`src/rtl/dectmr_pkg.sv`:
```
package dectmr_pkg;
  localparam int unsigned DEF_CNT_W   = 32;
  localparam int unsigned DEF_STS_W   = 32;
  localparam int unsigned DEF_FLAG_BIT = 27;

  // Operation selected for the counter in the current cycle
  typedef enum logic [1:0] {
    CNT_HOLD   = 2'd0,
    CNT_LOAD   = 2'd1,
    CNT_DEC    = 2'd2,
    CNT_EXPIRE = 2'd3
  } cnt_op_e;
endpackage

```
`src/rtl/dectmr_reload.sv`:
```
module dectmr_reload #(
  parameter int unsigned W = dectmr_pkg::DEF_CNT_W
) (
  input  logic         clk,
  input  logic         rst_n,
  input  logic         wr_en,
  input  logic [W-1:0] wr_data,
  output logic [W-1:0] reload_q
);
  logic [W-1:0] reload_d;
  logic         reload_ce;

  always_comb begin
    reload_ce = wr_en;
    reload_d  = wr_data;
  end

  always_ff @(posedge clk or negedge rst_n) begin
    if (!rst_n) begin
      reload_q <= '0;
    end else if (reload_ce) begin
      reload_q <= reload_d;
    end
  end
endmodule

```
`src/rtl/dectmr_counter.sv`:
```
module dectmr_counter
  import dectmr_pkg::*;
#(
  parameter int unsigned W = DEF_CNT_W
) (
  input  logic         clk,
  input  logic         rst_n,
  input  logic         tick_en,
  input  logic         wr_en,
  input  logic [W-1:0] wr_data,
  input  logic         reload_on,
  input  logic [W-1:0] reload_val,
  output logic [W-1:0] count_q,
  output logic         expire_o
);
  localparam logic [W-1:0] ONE = {{(W-1){1'b0}}, 1'b1};

  cnt_op_e      op;
  logic [W-1:0] count_d;
  logic         count_ce;

  // Software write beats the tick; a zero count ignores ticks
  always_comb begin
    op = CNT_HOLD;
    if (wr_en) begin
      op = CNT_LOAD;
    end else if (tick_en && (count_q != '0)) begin
      op = (count_q == ONE) ? CNT_EXPIRE : CNT_DEC;
    end
  end

  always_comb begin
    unique case (op)
      CNT_LOAD:   count_d = wr_data;
      CNT_DEC:    count_d = count_q - ONE;
      CNT_EXPIRE: count_d = reload_on ? reload_val : '0;
      default:    count_d = count_q;
    endcase
    count_ce = (op != CNT_HOLD);
    expire_o = (op == CNT_EXPIRE);
  end

  always_ff @(posedge clk or negedge rst_n) begin
    if (!rst_n) begin
      count_q <= '0;
    end else if (count_ce) begin
      count_q <= count_d;
    end
  end
endmodule

```
`src/rtl/dectmr_status.sv`:
```
module dectmr_status #(
  parameter int unsigned SW       = dectmr_pkg::DEF_STS_W,
  parameter int unsigned FLAG_BIT = dectmr_pkg::DEF_FLAG_BIT
) (
  input  logic          clk,
  input  logic          rst_n,
  input  logic          expire,
  input  logic          wr_en,
  input  logic [SW-1:0] wr_data,
  input  logic          irq_en,
  output logic          flag_q,
  output logic          irq_o
);
  localparam logic [SW-1:0] FLAG_MASK = {{(SW-1){1'b0}}, 1'b1} << FLAG_BIT;

  logic flag_set;
  logic flag_clr;
  logic flag_d;
  logic flag_ce;
  logic unused_bits;

  // Only the flag position of a status write matters
  assign unused_bits = ^(wr_data & ~FLAG_MASK);

  always_comb begin
    flag_set = expire;
    flag_clr = wr_en && wr_data[FLAG_BIT];
    // A hardware expiry outranks a software clear in the same cycle
    flag_d   = flag_set || (flag_q && !flag_clr);
    flag_ce  = flag_set || flag_clr;
  end

  always_ff @(posedge clk or negedge rst_n) begin
    if (!rst_n) begin
      flag_q <= 1'b0;
    end else if (flag_ce) begin
      flag_q <= flag_d;
    end
  end

  assign irq_o = flag_q && irq_en;
endmodule

```
`src/rtl/dectmr_top.sv`:
```
module dectmr_top
  import dectmr_pkg::*;
#(
  parameter int unsigned CNT_W    = DEF_CNT_W,
  parameter int unsigned STS_W    = DEF_STS_W,
  parameter int unsigned FLAG_BIT = DEF_FLAG_BIT
) (
  input  logic             clk,
  input  logic             rst_n,
  input  logic             tick_en,
  input  logic             cnt_wr_en,
  input  logic [CNT_W-1:0] cnt_wr_data,
  input  logic             rld_wr_en,
  input  logic [CNT_W-1:0] rld_wr_data,
  input  logic             reload_on,
  input  logic             irq_en,
  input  logic             sts_wr_en,
  input  logic [STS_W-1:0] sts_wr_data,
  output logic [CNT_W-1:0] count_o,
  output logic             flag_o,
  output logic             irq_o
);
  logic [CNT_W-1:0] reload_q;
  logic             expire;

  dectmr_reload #(.W(CNT_W)) u_reload (
    .clk      (clk),
    .rst_n    (rst_n),
    .wr_en    (rld_wr_en),
    .wr_data  (rld_wr_data),
    .reload_q (reload_q)
  );

  dectmr_counter #(.W(CNT_W)) u_counter (
    .clk        (clk),
    .rst_n      (rst_n),
    .tick_en    (tick_en),
    .wr_en      (cnt_wr_en),
    .wr_data    (cnt_wr_data),
    .reload_on  (reload_on),
    .reload_val (reload_q),
    .count_q    (count_o),
    .expire_o   (expire)
  );

  dectmr_status #(.SW(STS_W), .FLAG_BIT(FLAG_BIT)) u_status (
    .clk     (clk),
    .rst_n   (rst_n),
    .expire  (expire),
    .wr_en   (sts_wr_en),
    .wr_data (sts_wr_data),
    .irq_en  (irq_en),
    .flag_q  (flag_o),
    .irq_o   (irq_o)
  );
endmodule

```
`config.mk`:
```
export PLATFORM = sky130hd
export DESIGN_NAME = dectmr_top
export DESIGN_NICKNAME = d
export VERILOG_FILES = /design/src/rtl/dectmr_pkg.sv /design/src/rtl/dectmr_reload.sv /design/src/rtl/dectmr_counter.sv /design/src/rtl/dectmr_status.sv /design/src/rtl/dectmr_top.sv
export SDC_FILE = /design/constraint.sdc
export NUM_CORES = 1
export LEC_CHECK = 0
export BUFFER_PORTS_ARGS = -buffer_cell sky130_fd_sc_hd__buf_2
export CAP_MARGIN = 5
export CORE_ASPECT_RATIO = 0.5
export CORE_MARGIN = 2
export CORE_UTILIZATION = 28
export CTS_CLUSTER_DIAMETER = 120
export DETAILED_ROUTE_END_ITERATION = 8
export PLACE_DENSITY = 0.56
export SKIP_CTS_REPAIR_TIMING = 1
export SLEW_MARGIN = 20
export SYNTH_ARGS = -nofsm -noshare
export SYNTH_HDL_FRONTEND = slang
export SYNTH_SLANG_ARGS = --single-unit
```
`constraint.sdc`:
```
create_clock -name clk -period 3.2 [get_ports clk]
set_input_delay 0.32 -clock clk [delete_from_list [all_inputs] [get_ports clk]]
set_output_delay 0.32 -clock clk [all_outputs]
set_load 0.05 [all_outputs]
```
==> results of run 1 <==
metal layers:
| metal | part of all wire, % | global-route usage (%) | vias to the layer above |
|---|---|---|---|
| met2 | 44 | 26.5 | 104 |
| li1 | - | - | 1824 |
| met4 | 1.3 | 5.32 | 2 |
| met3 | 5.8 | 4.08 | 17 |
| met5 | 0.055 | 0 | - |
| met1 | 49 | 23.6 | 1825 |
sequential cells by signal, indices dropped and copies added (netlist names):
register           cells
u_status.flag_q        1
u_counter.count_q     32
u_reload.reload_q     32
worst register-to-register path, cell delays in order, from the launching register on:
cell and delay [ns]:
dfrtp_1 0.48, nor4_2 0.64, nand2_1 0.22, o41ai_4 0.61
buf_4 0.31, nor2_1 0.07, a221oi_1 0.21, a21oi_1 0.11
cells in the mapped netlist (all sizes together), types with 14 or more instances:
library cell  number  share of area [%]
o21ai             34                4.3
nor2              33                3.1
dfrtp             65                 40
a32oi             17                3.7
clkbuf            15                1.4
nor3              22                3.0
mux2              32                9.0
nand2b            19                3.0
buf               16                2.5
a21oi             27                3.5
o21a              14                2.6
nor4              16                3.7
nand2             31                2.9
logic make-up (layout without fill, tap and decap cells):
logic type / after synthesis / in the layout / share of synthesized area [%]
compound gates: 135 / 135 / 24.0
xor+xnor: 4 / 4 / 0.872
fa+ha+maj: 2 / 2 / 0.623
buf+inv: 39 / 146 / 4.64
flops: 65 / 65 / 40.5
mux: 32 / 32 / 8.97
other cells: 0 / 3 / 0
simple gates: 150 / 150 / 20.5
worst max-delay path by stage:
stage / from / end / slack, ns
after floorplan: u_counter.count_q[1] / u_counter.count_q[6] / 0.60
after global placement: u_counter.count_q[8] / u_counter.count_q[1] / 0.49
after detailed placement: u_counter.count_q[0] / u_counter.count_q[27] / 0.48
after CTS: u_counter.count_q[0] / u_counter.count_q[27] / 0.45
after global routing: u_counter.count_q[8] / u_counter.count_q[0] / 0.21
final: u_counter.count_q[8] / u_counter.count_q[1] / 0.43
area by class of cell:
class                      instances  area (µm²)  area share (%)
inverter                           8        30.0           0.591
tap                              192         240            4.73
clock buffer                       9         225            4.43
timing repair buffer             122         651            12.8
multi-input combinational        323        2210            43.4
clock inverter                     7        95.1            1.87
sequential                        65        1630            32.0
antenna                            3        7.51           0.148
power breakdown:
part	total (W)	switching (W)	internal, W
clock	0.00105	0.000375	0.000679
sequential	0.00103	0.000116	0.000914
combinational	0.000606	0.000398	0.000208
total	0.00269	0.000889	0.00180
metrics by stage:
step           power (W)  util [%]  hold WS [ns]  instance area, µm²  instances
4_1_cts          0.00271      36.8        0.0128                5070        726
3_3_place_gp     0.00164      34.5         0.371                4750        710
6_report         0.00269      36.9       0.00272                5080        729
5_1_grt          0.00281      36.8        0.0463                5080        727
2_1_floorplan    0.00144         -        0.0244                4020        427
3_5_place_dp     0.00165      34.5         0.368                4750        710
==> PnR_summary.wiki, run 1 <==
{| class="wikitable"
! Metric !! Value
|-
| Highest net fanout along the worst path || 12
|-
| Arrival time of the worst setup path || 2.98 ns
|-
| Cell type of the slowest stage on the worst timing path || nor4_2
|-
| Reg clk slew, reported paths || 0.06 ns
|-
| Residual DRC count || 0
|-
| Worst setup slack for register-to-register paths || 0.43 ns
|-
| Proportion of layout cells with a drive suffix above 1 || 35.0%
|-
| Most used flip-flop cell after synthesis || dfrtp_1
|-
| Leakage power figure || about 2.1 nW
|-
| Ratio of routed vias to standard cells || 5.17
|-
| Logic depth of the worst setup path including buffers || 7
|-
| Status || complete, no violations
|-
| Drt wl/cell || 17.5 µm
|-
| Antenna-violating nets left || 0
|-
| Cell count after synthesis || 427
|-
| Core Region || 13,800 µm²
|-
| Nets@finish || ~640
|-
| Start of the worst register-to-register path || u_counter.count_q[8]
|-
| Initial antenna violation count || 4
|-
| Maximum vdd drop || 0.000196 V
|-
| Max Fclk || 0.361 GHz
|-
| Total buffers and inverters traversed by the critical path || 1
|-
| TritonCTS clock tree || done
|-
| Number of vias in the routed layout || 3,772
|-
| Post-synthesis net count || 533
|-
| Total of max-cap violations || 0
|-
| Portion of the post-synthesis area used by sequential elements || 40.5%
|-
| Family with the most delay on the worst path || compound AO/OA/AOI/OAI gates
|-
| Endpoint of the lowest-slack register-to-register path || u_counter.count_q[1]
|-
| Ordered cell list for the critical path || nor4_2 > nand2_1 > o41ai_4 > buf_4 > nor2_1 > a221oi_1 > a21oi_1
|-
| Width of the die || 173 µm
|-
| Die boundary height || slightly below 90 µm
|-
| Starting utilization of the core area || 29.2%
|-
| Critical path class || flop to flop
|-
| Die outline area || 15,400 µm²
|-
| Setup slack at placement || 0.481 ns
|-
| Number of clock sinks || 65
|-
| Final RePlAce weighted congestion || 0.856
|-
| Global-route wire length before repair || 20,100 µm
|-
| Maximum cell stage delay along the critical path || between 0.6 and 0.7 ns
|-
| Leading cell types in the layout, fill and taps excluded || buf_2, dfrtp_1, nor2_1
|-
| Number of placement rows || 30
|-
| Worst clock skew || 0.00371 ns
|-
| Min Tclk post-route || 2.77 ns
|-
| Pin count of the biggest net entering global routing || 37
|-
| Register bit count reported by yosys || 65
|-
| Overflow left after global routing || 0
|-
| Final period util || between 80% and 90%
|-
| Sum of negative setup slack || 0 ns
|-
| Total count of hold-check failures in the final report || 0
|-
| GRT Overall Usage || between 10% and 20%
|-
| Max Root-Sink Buffers || 2
|-
| Post-detailed-placement half-perimeter wirelength || 9510 µm
|-
| H-tree depth reported by CTS || 3
|-
| Number of clock buffers inserted by TritonCTS || 9
|-
| Tightest Hold Check Type || primary input to asynchronous set/reset pin
|-
| Mean area per synthesized cell || 9.41 µm²
|-
| Cell variety after synth || between 50 and 60
|-
| Top Ports || between 100 and 150
|-
| Clock tree root driver cell || clkbuf_16
|-
| Detailed-router iteration count before antenna repair || 5
|-
| Final setup viols || 0
|-
| Post-synthesis to final-layout area growth || 26.4%
|-
| Transition time at the pin with the least slew margin || between 0.8 and 0.9 ns
|-
| Routed WL || ~13,000 µm
|-
| Starting DRT DRC Count || roughly 170
|-
| Post-synth design cell area || 4020 µm²
|-
| Final Worst Setup Slack || around 0.43 ns
|-
| Worst max-slew margin expressed relative to the limit || 45.6%
|-
| Most common cell after layout, fill and taps aside || buf_2
|-
| Required time at the endpoint of the critical path || 3.41 ns
|-
| Synthesis warning total || 0
|-
| Via count of the first global-routing pass || 3,651
|-
| Number of filler cells placed in the layout || 1,430
|-
| Async SR Flop Fraction || 100%
|-
| Power density relative to cell area || 529 nW/µm²
|-
| Setup repair after global routing missed its margin || no
|-
| Insertion delay of the later-clocked pin in the worst-skew pair || around 0.33 ns
|-
| Number of synthesized flops with an enable pin || 0
|-
| Cells on worst reg2reg path || 7
|-
| Type of destination of the critical path || flop
|-
| Kind of launch point of the worst setup path || flop
|-
| Final number of max-transition violations || 0
|-
| Port buffer count || around 110
|}
No activity file was read; power rests on OpenSTA's default activity.
==> run 2, diff against run 1 <==
--- a/config.mk
+++ b/config.mk
@@ -5,14 +5,14 @@
 export SDC_FILE = /design/constraint.sdc
 export NUM_CORES = 1
 export LEC_CHECK = 0
-export BUFFER_PORTS_ARGS = -buffer_cell sky130_fd_sc_hd__buf_2
 export CAP_MARGIN = 5
 export CORE_ASPECT_RATIO = 0.5
 export CORE_MARGIN = 2
 export CORE_UTILIZATION = 28
 export CTS_CLUSTER_DIAMETER = 120
 export DETAILED_ROUTE_END_ITERATION = 8
-export PLACE_DENSITY = 0.56
+export DONT_BUFFER_PORTS = 1
+export PLACE_DENSITY = 0.47
 export SKIP_CTS_REPAIR_TIMING = 1
 export SLEW_MARGIN = 20
 export SYNTH_ARGS = -nofsm -noshare
==> PnR_summary.wiki, run 2 (synthesis results as in run 1) <==
{| class="wikitable"
! Metric !! Value
|-
| Status || complete, no violations (unchanged)
|-
| Final number of max-transition violations || 0 (unchanged)
|-
| Worst hold margin || 0.110 ns (was 0.00272 ns)
|-
| Final setup viols || 0 (unchanged)
|-
| Total count of hold-check failures in the final report || 0 (unchanged)
|-
| Highest net fanout along the worst path || 14 (was 12)
|-
| Leakage power figure || 1.86 nW (was 2.15 nW)
|-
| Number of vias in the routed layout || 3,458 (was 3,772)
|-
| TritonCTS clock tree || done (unchanged)
|-
| Port buffer count || 0 (was 106)
|-
| Overflow left after global routing || 0 (unchanged)
|-
| H-tree depth reported by CTS || 3 (unchanged)
|-
| Initial antenna violation count || 13 (was 4)
|-
| Min Tclk post-route || 2.84 ns (was 2.77 ns)
|-
| Drt wl/cell || 20.4 µm (was 17.5 µm)
|-
| Reg clk slew, reported paths || 0.06 ns (about the same)
|-
| Final period util || 88.6% (was 86.6%)
|-
| Ratio of routed vias to standard cells || 5.27 (was 5.17)
|-
| Global-route wire length before repair || 20,700 µm (was 20,100 µm)
|-
| Critical path class || flop to flop (unchanged)
|-
| Met1 track demand over resource || 23.3% (was 23.6%)
|-
| Post-layout util || 34.5% (was 36.9%)
|-
| Nets@finish || 557 (was 635)
|-
| Number of clock sinks || 65 (unchanged)
|-
| Clock tree root driver cell || clkbuf_16 (unchanged)
|-
| Starting DRT DRC Count || 172 (was 167)
|-
| GRT Overall Usage || 18.1% (was 17.0%)
|-
| Number of filler cells placed in the layout || 1,416 (was 1,430)
|-
| Die boundary height || 88.7 µm (unchanged)
|-
| Core Region || 13,800 µm² (unchanged)
|-
| Pin count of the biggest net entering global routing || 66 (was 37)
|-
| Maximum vdd drop || 0.000245 V (was 0.000196 V)
|-
| Detailed-router iteration count before antenna repair || 5 (unchanged)
|-
| Maximum cell stage delay along the critical path || 0.54 ns (was 0.64 ns)
|-
| Most common cell after layout, fill and taps aside || dfrtp_1 (was buf_2)
|-
| Most frequent cell on the critical path || buf_4
|-
| Most utilized layer in the global route result || met2 (unchanged)
|-
| Worst max-slew margin expressed relative to the limit || 41.6% (was 45.6%)
|-
| Leading cell types in the layout, fill and taps excluded || dfrtp_1, buf_4, nor2_1 (was buf_2, dfrtp_1, nor2_1)
|-
| Met3 GRT Util || 9.41% (was 4.08%)
|-
| Post-synthesis to final-layout area growth || 18.4% (was 26.4%)
|-
| Post-detailed-placement half-perimeter wirelength || 9800 µm (was 9510 µm)
|-
| Sum of negative setup slack || 0 ns (unchanged)
|-
| Met2 track utilization from global routing || 26.9% (was 26.5%)
|-
| Required time at the endpoint of the critical path || 3.46 ns (was 3.41 ns)
|-
| Top Ports || 138 (unchanged)
|-
| Type of destination of the critical path || flop (unchanged)
|-
| Insertion delay of the later-clocked pin in the worst-skew pair || 0.34 ns (was 0.33 ns)
|-
| Largest registers || u_counter.count_q (32), u_reload.reload_q (32), u_status.flag_q (1) (unchanged)
|-
| Proportion of layout cells with a drive suffix above 1 || 23.7% (was 35.0%)
|-
| Antenna-violating nets left || 0 (unchanged)
|-
| Tightest Hold Check Type || primary input to flop (was primary input to asynchronous set/reset pin)
|-
| Total of max-cap violations || 0 (unchanged)
|-
| Via count of the first global-routing pass || 3,378 (was 3,651)
|-
| Arrival time of the worst setup path || 3.10 ns (was 2.98 ns)
|-
| Setup repair after global routing missed its margin || no (unchanged)
|-
| Residual DRC count || 0 (unchanged)
|-
| Number of clock buffers inserted by TritonCTS || 9 (unchanged)
|-
| Max Root-Sink Buffers || 2 (unchanged)
|-
| Width of the die || 173 µm (unchanged)
|-
| Transition time at the pin with the least slew margin || 0.874 ns (was 0.815 ns)
|-
| Number of placement rows || 30 (unchanged)
|-
| Power density relative to cell area || 533 nW/µm² (was 529 nW/µm²)
|-
| Max Fclk || 0.353 GHz (was 0.361 GHz)
|-
| Starting utilization of the core area || 29.2% (unchanged)
|-
| Routed WL || 13,400 µm (was 12,800 µm)
|-
| Worst setup slack for register-to-register paths || 0.36 ns (was 0.43 ns)
|-
| Cell type of the slowest stage on the worst timing path || nor4_2 (unchanged)
|-
| Kind of launch point of the worst setup path || flop (unchanged)
|-
| Die outline area || 15,400 µm² (unchanged)
|-
| Worst clock skew || 0.00701 ns (was 0.00371 ns)
|-
| Ordered cell list for the critical path || buf_4 > nor4_2 > and4_1 > buf_4 > buf_4 > and3_1 > a222oi_1 > a21oi_1 (was nor4_2 > nand2_1 > o41ai_4 > buf_4 > nor2_1 > a221oi_1 > a21oi_1)
|-
| Final RePlAce weighted congestion || 0.808 (was 0.856)
|}
==> run 2: changes by cell type in the layout (fill, tap and decap cells not counted) <==
cell,previous run,this run
clkinv_2,1,3
clkinvlp_4,4,2
bufinv_16,2,0
dlygate4sd3_1,0,1
buf_16,0,1
buf_2,106,0
diode_2,3,8
clkbuf_8,0,2
buf_4,16,42
==> run 2: path summary, 6_finish.rpt <==
| kind | end | cells past startpoint | start |
|---|---|---|---|
| min reg2reg | u_counter.count_q[13] | 2 | u_reload.reload_q[13] |
| max reg2reg | u_counter.count_q[18] | 8 | u_counter.count_q[4] |
| min in group asynchronous | u_reload.reload_q[19] | 2 | rst_n |
| max | u_counter.count_q[18] | 8 | u_counter.count_q[4] |
| min | u_counter.count_q[20] | 1 | cnt_wr_en |
| max in group asynchronous | u_counter.count_q[31] | 2 | rst_n |
==> run 2: power breakdown <==
| group | total [W] | leakage, nW | switching (W) | internal (W) |
|---|---|---|---|---|
| sequential | 0.000994 | 0.768 | 0.0000803 | 0.000914 |
| combinational | 0.000607 | 0.956 | 0.000402 | 0.000205 |
| clock | 0.000936 | 0.137 | 0.000374 | 0.000562 |
==> run 2: final cells by class <==
type / count / area [µm²] / share of cell area [%]
tap: 192 / 240 / 5.05
inverter: 8 / 30.0 / 0.631
timing repair buffer: 44 / 353 / 7.42
sequential: 65 / 1630 / 34.2
multi-input combinational: 323 / 2210 / 46.4
clock inverter: 5 / 30.0 / 0.631
clock buffer: 11 / 253 / 5.31
antenna: 8 / 20.0 / 0.421
==> run 2: routing by layer <==
layer | part of all wire [%] | wire length (µm) | vias up
li1 | - | - | 1669
met4 | 0.96 | 128 | 10
met5 | 0.38 | 51 | -
met1 | 46 | 6160 | 1678
met2 | 42 | 5640 | 80
met3 | 10 | 1370 | 21
==> run 2: worst max-delay path, delay by kind of cell, from the launching register on <==
kind | cells | cell delay, ns
flip-flops | 1 | 0.42
buffers and inverters | 3 | 0.66
AO/OA/AOI/OAI | 2 | 0.33
AND/OR/NAND/NOR | 3 | 1.34
==> run 2: per-stage QoR <==
stage | worst slack, ns | cell area [µm²] | instances | power (W)
finish | 0.364 | 4760 | 656 | 0.00254
global placement | 0.414 | 4420 | 630 | 0.00159
CTS | 0.363 | 4700 | 646 | 0.00255
floorplan | 0.601 | 4020 | 427 | 0.00144
detailed placement | 0.387 | 4420 | 630 | 0.00160
global route | 0.150 | 4750 | 652 | 0.00266
